**src/rtl/ushift4_pkg.sv**
```systemverilog
package ushift4_pkg;
    localparam int unsigned WIDTH = 4;

    typedef enum logic [1:0] {
        MODE_HOLD = 2'b00,
        MODE_LOAD = 2'b01,
        MODE_UP   = 2'b10,
        MODE_DOWN = 2'b11
    } mode_e;

    typedef struct packed {
        logic [WIDTH-1:0] word;
    } state_t;
endpackage

```
**src/rtl/ushift4_next.sv**
```systemverilog
module ushift4_next
    import ushift4_pkg::*;
#(
    parameter int unsigned W = WIDTH
) (
    input  logic [W-1:0] cur_i,
    input  logic [1:0]   mode_i,
    input  logic [W-1:0] par_i,
    input  logic         up_si,
    input  logic         dn_si,
    output logic [W-1:0] nxt_o
);
    always_comb begin
        unique case (mode_e'(mode_i))
            MODE_HOLD: nxt_o = cur_i;
            MODE_LOAD: nxt_o = par_i;
            MODE_UP:   nxt_o = {cur_i[W-2:0], up_si};
            MODE_DOWN: nxt_o = {dn_si, cur_i[W-1:1]};
            default:   nxt_o = cur_i;
        endcase
    end
endmodule

```
**src/rtl/ushift4.sv**
```systemverilog
module ushift4
    import ushift4_pkg::*;
(
    input  logic             clk_i,
    input  logic             clr_i,
    input  logic [1:0]       mode_i,
    input  logic [WIDTH-1:0] par_i,
    input  logic             up_si,
    input  logic             dn_si,
    output logic [WIDTH-1:0] q_o
);
    state_t           st_d, st_q;
    logic [WIDTH-1:0] nxt_w;

    ushift4_next #(.W(WIDTH)) u_next (
        .cur_i (st_q.word),
        .mode_i(mode_i),
        .par_i (par_i),
        .up_si (up_si),
        .dn_si (dn_si),
        .nxt_o (nxt_w)
    );

    always_comb begin
        st_d = st_q;
        if (clr_i) st_d.word = '0;
        else       st_d.word = nxt_w;
    end

    always_ff @(posedge clk_i) begin
        st_q <= st_d;
    end

    assign q_o = st_q.word;

    // checks against the port-level intent
    logic past_ok;
    always_ff @(posedge clk_i) past_ok <= 1'b1;

    AST_CLEAR_WINS: assert property (@(posedge clk_i) clr_i |=> (q_o == '0));
    AST_HOLD_KEEPS: assert property (@(posedge clk_i) disable iff (clr_i)
        (past_ok && mode_i == 2'b00) |=> $stable(q_o));
    AST_LOAD_TAKES: assert property (@(posedge clk_i) disable iff (clr_i)
        (past_ok && mode_i == 2'b01) |=> (q_o == $past(par_i)));
    AST_SHIFT_UP: assert property (@(posedge clk_i) disable iff (clr_i)
        (past_ok && mode_i == 2'b10) |=> (q_o == {$past(q_o[WIDTH-2:0]), $past(up_si)}));
    AST_SHIFT_DOWN: assert property (@(posedge clk_i) disable iff (clr_i)
        (past_ok && mode_i == 2'b11) |=> (q_o == {$past(dn_si), $past(q_o[WIDTH-1:1])}));
endmodule

```
**config.mk**
```make
export PLATFORM = sky130hd
export DESIGN_NAME = ushift4
export DESIGN_NICKNAME = d
export VERILOG_FILES = /design/src/rtl/ushift4_pkg.sv /design/src/rtl/ushift4_next.sv /design/src/rtl/ushift4.sv
export SDC_FILE = /design/constraint.sdc
export NUM_CORES = 1
export LEC_CHECK = 0
export BUFFER_PORTS_ARGS = -buffer_cell sky130_fd_sc_hd__buf_2
export CORE_AREA = 2 2 39 41
export CTS_CLUSTER_DIAMETER = 100
export DETAILED_ROUTE_END_ITERATION = 10
export DIE_AREA = 0 0 41 43
export MAX_ROUTING_LAYER = met4
export PLACE_DENSITY_LB_ADDON = 0.12
export SLEW_MARGIN = 20
export SYNTH_ARGS = -nofsm -noshare
export SYNTH_HDL_FRONTEND = slang
export SYNTH_SLANG_ARGS = --single-unit
```
**constraint.sdc**
```tcl
create_clock -name clk_i -period 1 [get_ports clk_i]
set_input_delay 0.05 -clock clk_i [delete_from_list [all_inputs] [get_ports clk_i]]
set_output_delay 0.05 -clock clk_i [all_outputs]
set_load 0.05 [all_outputs]
```
==> results.toml, run 1 <==
[status]
outcome = "complete, but fails checks"
violations = "negative setup slack"

[synth]
syn_area_sq_um = 195
synth-main-ff-cell = "dfxtp_1"
synth_edf_count = 0
yosys-top-cells-count = "dfxtp_1 (4), mux4_2 (4), nor2b_1 (4)"
synth.avg_cell_area_sq_um = 16.3
synth_top_area_share_pct = 46.2
yosysUniqueCellTypes = 3
synth_warnings = 0
syn-num-nets = 22
yosysTopAreaCell = "mux4_2"
synth_async_sr_flop_share_pct = 0
ys_seq_area_share_pct = 41.0
synth_seq_cells = 4
synthesis.instances = 12
synth_area_leaders = "mux4_2 (46%), dfxtp_1 (41%), nor2b_1 (13%)"

[power_and_ir_drop]
comb_power_share_pct = 23.9
sequentialPowerShare_pct = 36.2
powerDensity_mw_per_mm2 = 1470
power.leakage_nw = 0.149
internal_power_w = 0.000359
power.switching_w = 0.000130
peakVddDrop_mv = 0.303
swShare_pct = 26.5
p_clk_share_pct = 39.9

[sta]
layout_worst_path_cycle_share_pct = 103
slew_violations = 0
fin_ws_ps = -34.5
timing.fmax_mhz = 967
hold_viol_final = 0
slew_headroom_pct = 83.2
rsz0062_at_grt = "true"
finalClockSkew_ps = 1.87
setup_viol = 4
worst_slew_pin_slew_ps = 254
layout_min_cycle_time_ps = 1030

[critical_path]
critPathLaunchType = "flop"
path_max_fanout = 4
cp.arrival_ps = 1150
worst_path_max_delay_cell = "mux4_2"
cpPeakStageDelay_ps = 460
crit_path_end_kind = "flop"
worst-endpoint-required_ps = 1120
path_buf_inv = 0
crit_chain = "mux4_2, nor2b_4"
critPathKind = "flop to flop"
path_delay_family = "multiplexers"

[job]
maxCapViolations = 0

[floorplanning]
die_x_um = 41
io_pins = 14
dieHeight_um = 43
die_area_sq_mm = 0.00176
row_count = 14
core_sq_mm = 0.00138
initial_utilization_pct = 14.1

[global_routing]
grt_pass1_vias = 200
grt_use_total_pct = 6.84
antenna_found_initial = 0
gr-total-overflow = 0
grt_max_degree = 5
grt_pass1_wl_um = 752

[hold_path]
min_path_type = "input port to flop"

[clock_network]
post_cts_buffers = 0
cts_tree = "yes"
clock_path_buffers = 2
clk-insertion-delay-late_ps = 230
htree_levels = 1
hold_buffers = 0
cts_buffers = 3
cts.repair.resized = 0
cts.sinks = 4
cts-root-buf = "clkbuf_4"
clkTransAtPathRegs_ps = 40

[placement]
dp.cells = 42
portBuffers = 13
place_area_sq_um = 303
gp_congestion = 0.644
dp_slack_ps = -26.6
hpwl_um = 415

[routing]
drc = 0
drt-initial-drc-count = 3
via_per_inst = 3.91
drt-pass1-iter-count = 2
post_drt_wl_per_cell_um = 10.5
num_vias = 176
routed_wl_um = 472
drtAntennaViolNets = 0

[cells_and_area]
syn_to_final_growth_pct = 70.5
fin_nets = 41
largest_register_ffs = 4
final_core_util_pct = 24.1
final_cells = 45
drive_gt1_share_pct = 89.7
n_antenna_cell = 0
fin_area_sq_um = 333
[power groups by stage]
stage                     combinational, W  sequential (W)  clock, W
after floorplan                  0.0000357        0.000216         0
after global placement            0.000114        0.000180         0
after detailed placement          0.000114        0.000180         0
after CTS                         0.000113        0.000178  0.000208
after global routing              0.000124        0.000180  0.000215
final                             0.000117        0.000177  0.000195
[worst register-to-register path, cell delays in order, from the launching register on]
cell,delay [ps]
dfxtp_4,340
mux4_2,460
nor2b_4,130
[per-layer routing]
metal  wire length (um)  global-route usage (%)  vias up
met2                219                    8.44        8
met5                  0                       -        -
met3                 52                    2.09        0
met1                200                    7.57       85
met4                  0                    8.00        0
li1                   -                       -       83
[path summary, 6_finish.rpt]
check | start | end | slack, ps | cells past startpoint
worst max-delay path | q_o[1] | q_o[0] | -30 | 2
worst max register to register | q_o[1] | q_o[0] | -30 | 2
worst min register to register | q_o[3] | q_o[2] | 690 | 2
worst min-delay path | clr_i | q_o[0] | 40 | 2
[cell usage in the layout (no fill, tap or decap), drive strengths merged]
cell,n
buf,14
dfxtp,4
clkbuf,3
mux4,4
nor2b,4
[per-stage QoR]
step | power [W] | hold slack (ps) | TNS [ps]
floorplan | 0.000252 | 112 | -335
global placement | 0.000294 | 256 | -102
detailed placement | 0.000293 | 264 | -93.4
CTS | 0.000500 | 14.9 | -112
global route | 0.000519 | 45.0 | -207
finish | 0.000489 | 42.8 | -109
[kinds of logic (layout without fill, tap and decap cells)]
kind of cell	Yosys count	count (layout)	share of synthesized area, %
and+or+nand+nor	4	4	12.8
DFF	4	4	41.0
buffers and inverters	0	17	0
muxes	4	4	46.2
[area by class of cell]
| type | count | area (sq um) |
|---|---|---|
| sequential | 4 | 95.1 |
| tap | 16 | 20.0 |
| fill | 155 | 1050 |
| clock buffer | 3 | 22.5 |
| multi-input combinational | 8 | 123 |
| timing repair buffer | 14 | 72.6 |
(Power assumes the default switching activity.)
==> run 2, diff against run 1 <==
--- a/config.mk
+++ b/config.mk
@@ -5,11 +5,13 @@
 export SDC_FILE = /design/constraint.sdc
 export NUM_CORES = 1
 export LEC_CHECK = 0
-export BUFFER_PORTS_ARGS = -buffer_cell sky130_fd_sc_hd__buf_2
+export BUFFER_PORTS_ARGS = -buffer_cell sky130_fd_sc_hd__buf_4
 export CORE_AREA = 2 2 39 41
 export CTS_CLUSTER_DIAMETER = 100
+export CTS_CLUSTER_SIZE = 40
 export DETAILED_ROUTE_END_ITERATION = 10
 export DIE_AREA = 0 0 41 43
+export GPL_ROUTABILITY_DRIVEN = 0
 export MAX_ROUTING_LAYER = met4
 export PLACE_DENSITY_LB_ADDON = 0.12
 export SLEW_MARGIN = 20
==> results.toml, run 2 (synthesized netlist as in run 1, its figures left out) <==
[critical_path]
rr_startpoint = "q_o[2]"
r2r_cells = 2
rrSetupSlack_ps = -40
crit_chain = "mux4_2, nor2b_1"
regToRegEndpoint = "q_o[1]"
critPathKind = "flop to flop"
worst_path_max_delay_cell = "mux4_2"
path_depth = 2
path_delay_family = "multiplexers"
critPathCapture = "q_o[1]"
cpPeakStageDelay_ps = 450
crit_path_end_kind = "flop"
worst-endpoint-required_ps = 1120
cp.arrival_ps = 1160
setup.worst_path.start = "q_o[2]"
critPathLaunchType = "flop"
path_max_fanout = 4
path_buf_inv = 0

[sta]
finalClockSkew_ps = 3.98
fin_ws_ps = -36.2
setup_viol = 4
hold_ws_ps = 242
slew_headroom_pct = 90.2
worst_slew_pin_slew_ps = 148
hold_viol_final = 0
rsz0062_at_grt = "true"
timing.fmax_mhz = 965
slew_violations = 0
layout_min_cycle_time_ps = 1040
layout_worst_path_cycle_share_pct = 104

[power_and_ir_drop]
power.leakage_nw = 0.154
power.total_w = 0.000501
peakVddDrop_mv = 0.294
powerDensity_mw_per_mm2 = 1390

[global_routing]
grt_pass1_vias = 164
gr-total-overflow = 0
antenna_found_initial = 0
grt_max_degree = 5
grt_use_total_pct = 7.14
grt_pass1_wl_um = 731

[routing]
drt-pass1-iter-count = 2
drc = 0
via_per_inst = 3.93
routed_wl_um = 458
post_drt_wl_per_cell_um = 10.2
drt-initial-drc-count = 6
drtAntennaViolNets = 0
num_vias = 177

[cells_and_area]
final_cells = 45
n_antenna_cell = 0
syn_to_final_growth_pct = 84.6
final_cell_mix = "buf_4 (13), mux4_2 (4), nor2b_1 (4), dfxtp_4 (4), clkbuf_4 (3)"
fin_nets = 41
final_common_cell = "buf_4"
drive_gt1_share_pct = 82.8
final_core_util_pct = 26.0
largest_register_ffs = 4

[clock_network]
cts.repair.resized = 0
cts_tree = "yes"
cts.sinks = 4
clk-insertion-delay-late_ps = 230
cts-root-buf = "clkbuf_4"
post_cts_buffers = 0
clock_path_buffers = 2
htree_levels = 1
cts_buffers = 3
clkTransAtPathRegs_ps = 40

[floorplanning]
core_sq_mm = 0.00138
row_count = 14
die_x_um = 41
die_area_sq_mm = 0.00176
initial_utilization_pct = 14.1
io_pins = 14
dieHeight_um = 43

[status]
outcome = "complete, but fails checks"
violations = "negative setup slack"

[placement]
dp.cells = 41
dp_slack_ps = -36.0
portBuffers = 13

[job]
maxCapViolations = 0

[hold_path]
min_path_type = "input port to flop"
run 2: changes by cell type in the layout (fill, tap and decap cells not counted):
cell | before | now
buf_2 | 13 | 0
buf_4 | 1 | 13
dlygate4sd3_1 | 0 | 1
nor2b_1 | 3 | 4
nor2b_4 | 1 | 0
run 2: final cells by class:
class	count	area (sq um)
timing repair buffer	14	108
sequential	4	95.1
fill	159	1020
multi-input combinational	8	115
clock buffer	3	22.5
tap	16	20.0
run 2: through the flow:
step                      TNS [ps]  instance area, sq um
after global routing          -216                   360
after detailed placement      -114                   328
after global placement        -108                   328
after floorplan               -335                   210
final                         -114                   360
after CTS                     -132                   360
run 2: power by group:
part	switching [W]	internal [W]	total [W]
registers	0.00000971	0.000169	0.000178
logic	0.0000578	0.0000697	0.000128
clock network	0.0000611	0.000134	0.000195
run 2: how the worst min path moves through the flow:
stage / startpoint / endpoint / depth (start not counted)
3_3_place_gp: clr_i / q_o[0] / 2
3_5_place_dp: clr_i / q_o[1] / 2
6_report: mode_i[0] / q_o[2] / 3
2_1_floorplan: clr_i / q_o[0] / 1
5_1_grt: par_i[2] / q_o[2] / 3
4_1_cts: dn_si / q_o[3] / 3
run 2: per-layer routing:
layer  global-route usage (%)  share of wire [%]
met4                     8.00                1.7
met5                        -                  0
met1                     7.87                 38
met2                     8.44                 47
met3                     3.14                 12
run 2: tightest hold or removal path, delay by kind of cell:
family	cells	cell delay, ps
buffers and inverters	1	120
AND/OR/NAND/NOR	1	100
multiplexers	1	170
run 2: what timing repair did:
item / CTS / global route
pin swaps: 0 / 0
setup endpoints to repair: 4 / 4
hold buffers: 1 / 0
endpoints found under the hold margin: 4 / 0
==> run 3, diff against run 2 <==
--- a/config.mk
+++ b/config.mk
@@ -6,6 +6,8 @@
 export NUM_CORES = 1
 export LEC_CHECK = 0
 export BUFFER_PORTS_ARGS = -buffer_cell sky130_fd_sc_hd__buf_4
+export CELL_PAD_IN_SITES_DETAIL_PLACEMENT = 1
+export CELL_PAD_IN_SITES_GLOBAL_PLACEMENT = 1
 export CORE_AREA = 2 2 39 41
 export CTS_CLUSTER_DIAMETER = 100
 export CTS_CLUSTER_SIZE = 40
==> results.toml, run 3 (synthesized netlist as in run 1, its figures left out) <==
[routing]
routed_wl_um = 541
num_vias = 181
post_drt_wl_per_cell_um = 11.8
drtAntennaViolNets = 0
drt-pass1-iter-count = 2
via_per_inst = 3.93
drc = 0
drt-initial-drc-count = 3

[sta]
rsz0062_at_grt = "true"
timing.fmax_mhz = 955
slew_violations = 0
tns_ps = -143
finalClockSkew_ps = 3.14
hold_ws_ps = 255
hold_viol_final = 0
fin_ws_ps = -47.5
worst_slew_pin_slew_ps = 149
slew_headroom_pct = 90.2
layout_worst_path_cycle_share_pct = 105
setup_viol = 4
layout_min_cycle_time_ps = 1050

[global_routing]
grt_max_degree = 5
grt_pass1_vias = 209
grt_pass1_wl_um = 848
gr-total-overflow = 0
grt_use_total_pct = 8.07
antenna_found_initial = 0

[hold_path]
whs_path_depth = 3
min_path_type = "input port to flop"
holdPathEnd = "q_o[2]"
min-delay-start = "par_i[2]"

[cells_and_area]
largest_register_ffs = 4
regArea_sq_um = 95.1
final_core_util_pct = 27.1
final_cells = 46
fin_nets = 42
multiInputGateArea_sq_um = 123
fillers = 153
n_antenna_cell = 0
syn_to_final_growth_pct = 92.3
final_common_cell = "buf_4"
final_cell_mix = "buf_4 (14), mux4_2 (4), dfxtp_4 (4)"
drive_gt1_share_pct = 86.7

[power_and_ir_drop]
peakVddDrop_mv = 0.365
powerDensity_mw_per_mm2 = 1370
sequentialPowerShare_pct = 34.5
power.switching_w = 0.000137
power.leakage_nw = 0.162
swShare_pct = 26.5
comb_power_share_pct = 26.8
p_clk_share_pct = 38.7
power.total_w = 0.000515
internal_power_w = 0.000379

[floorplanning]
core_sq_mm = 0.00138
initial_utilization_pct = 14.1
dieHeight_um = 43
die_area_sq_mm = 0.00176
io_pins = 14
row_count = 14
die_x_um = 41

[clock_network]
cts_tree = "yes"
cts_buffers = 3
clock_path_buffers = 2
clkTransAtPathRegs_ps = 40
htree_levels = 1
cts.sinks = 4
clk-insertion-delay-late_ps = 230
cts-root-buf = "clkbuf_4"

[critical_path]
worst_path_max_delay_cell = "mux4_2"
critPathLaunchType = "flop"
worst-endpoint-required_ps = 1130
cp.arrival_ps = 1180
rr_startpoint = "q_o[1]"
path_buf_inv = 0
r2r_cells = 2
path_depth = 2
path_max_fanout = 4
crit_chain = "mux4_2, nor2b_4"
cpPeakStageDelay_ps = 470
path_delay_family = "multiplexers"
critPathKind = "flop to flop"
crit_path_end_kind = "flop"
regToRegEndpoint = "q_o[0]"
rrSetupSlack_ps = -50

[job]
maxCapViolations = 0

[placement]
dp.cells = 41
portBuffers = 13
hpwl_um = 437

[status]
outcome = "complete, but fails checks"
violations = "negative setup slack"
-- run 3: cell count changes in the layout (fill, tap and decap cells not counted) --
cell / before / now
nor2b_4: 0 / 1
nor2b_1: 4 / 3
buf_4: 13 / 14
-- run 3: final cells by class --
| type | instances | share of cell area (%) |
|---|---|---|
| clock buffers | 3 | 6.00 |
| multi-input cells | 8 | 32.7 |
| flip-flops and latches | 4 | 25.3 |
| well taps | 16 | 5.33 |
| repair buffers | 15 | 30.7 |
-- run 3: power by group through the flow --
stage	logic, W	clock network (W)	registers (W)
after global routing	0.000146	0.000230	0.000180
final	0.000138	0.000199	0.000178
after detailed placement	0.000128	0	0.000181
after floorplan	0.0000357	0	0.000216
after global placement	0.000128	0	0.000181
after CTS	0.000136	0.000214	0.000178
-- run 3: through the flow --
stage	cell area (sq um)	worst slack, ps
4_1_cts	368	-65.0
6_report	375	-47.5
3_5_place_dp	328	-38.2
3_3_place_gp	328	-47.2
2_1_floorplan	210	-86.3
5_1_grt	375	-71.7
-- run 3: layer usage --
layer,up-vias,wire (um),track usage (%)
li1,85,-,-
met1,84,227,9.15
met2,12,252,10.0
met3,0,62,1.57
met4,0,0,10.0
met5,-,0,-
-- run 3: worst max-delay path by stage --
stage | start | end | slack (ps)
after floorplan | q_o[1] | q_o[0] | -90
after global placement | q_o[2] | q_o[1] | -50
after detailed placement | q_o[1] | q_o[0] | -40
after CTS | q_o[1] | q_o[0] | -60
after global routing | q_o[2] | q_o[1] | -70
final | q_o[1] | q_o[0] | -50
-- run 3: worst reg2reg max path, delay by kind of cell (launching register included) --
| kind | cells | cell delay [ps] |
|---|---|---|
| simple gates | 1 | 140 |
| mux | 1 | 470 |
| flops | 1 | 340 |
-- run 3: timing repair --
item                                    CTS  global route
hold endpoints to repair                  4             0
resized for setup                         0             2
hold buffers                              1             0
pin swaps                                 0             0
setup buffers                             1             0
gates cloned                              0             0
endpoints found under the setup margin    4             4
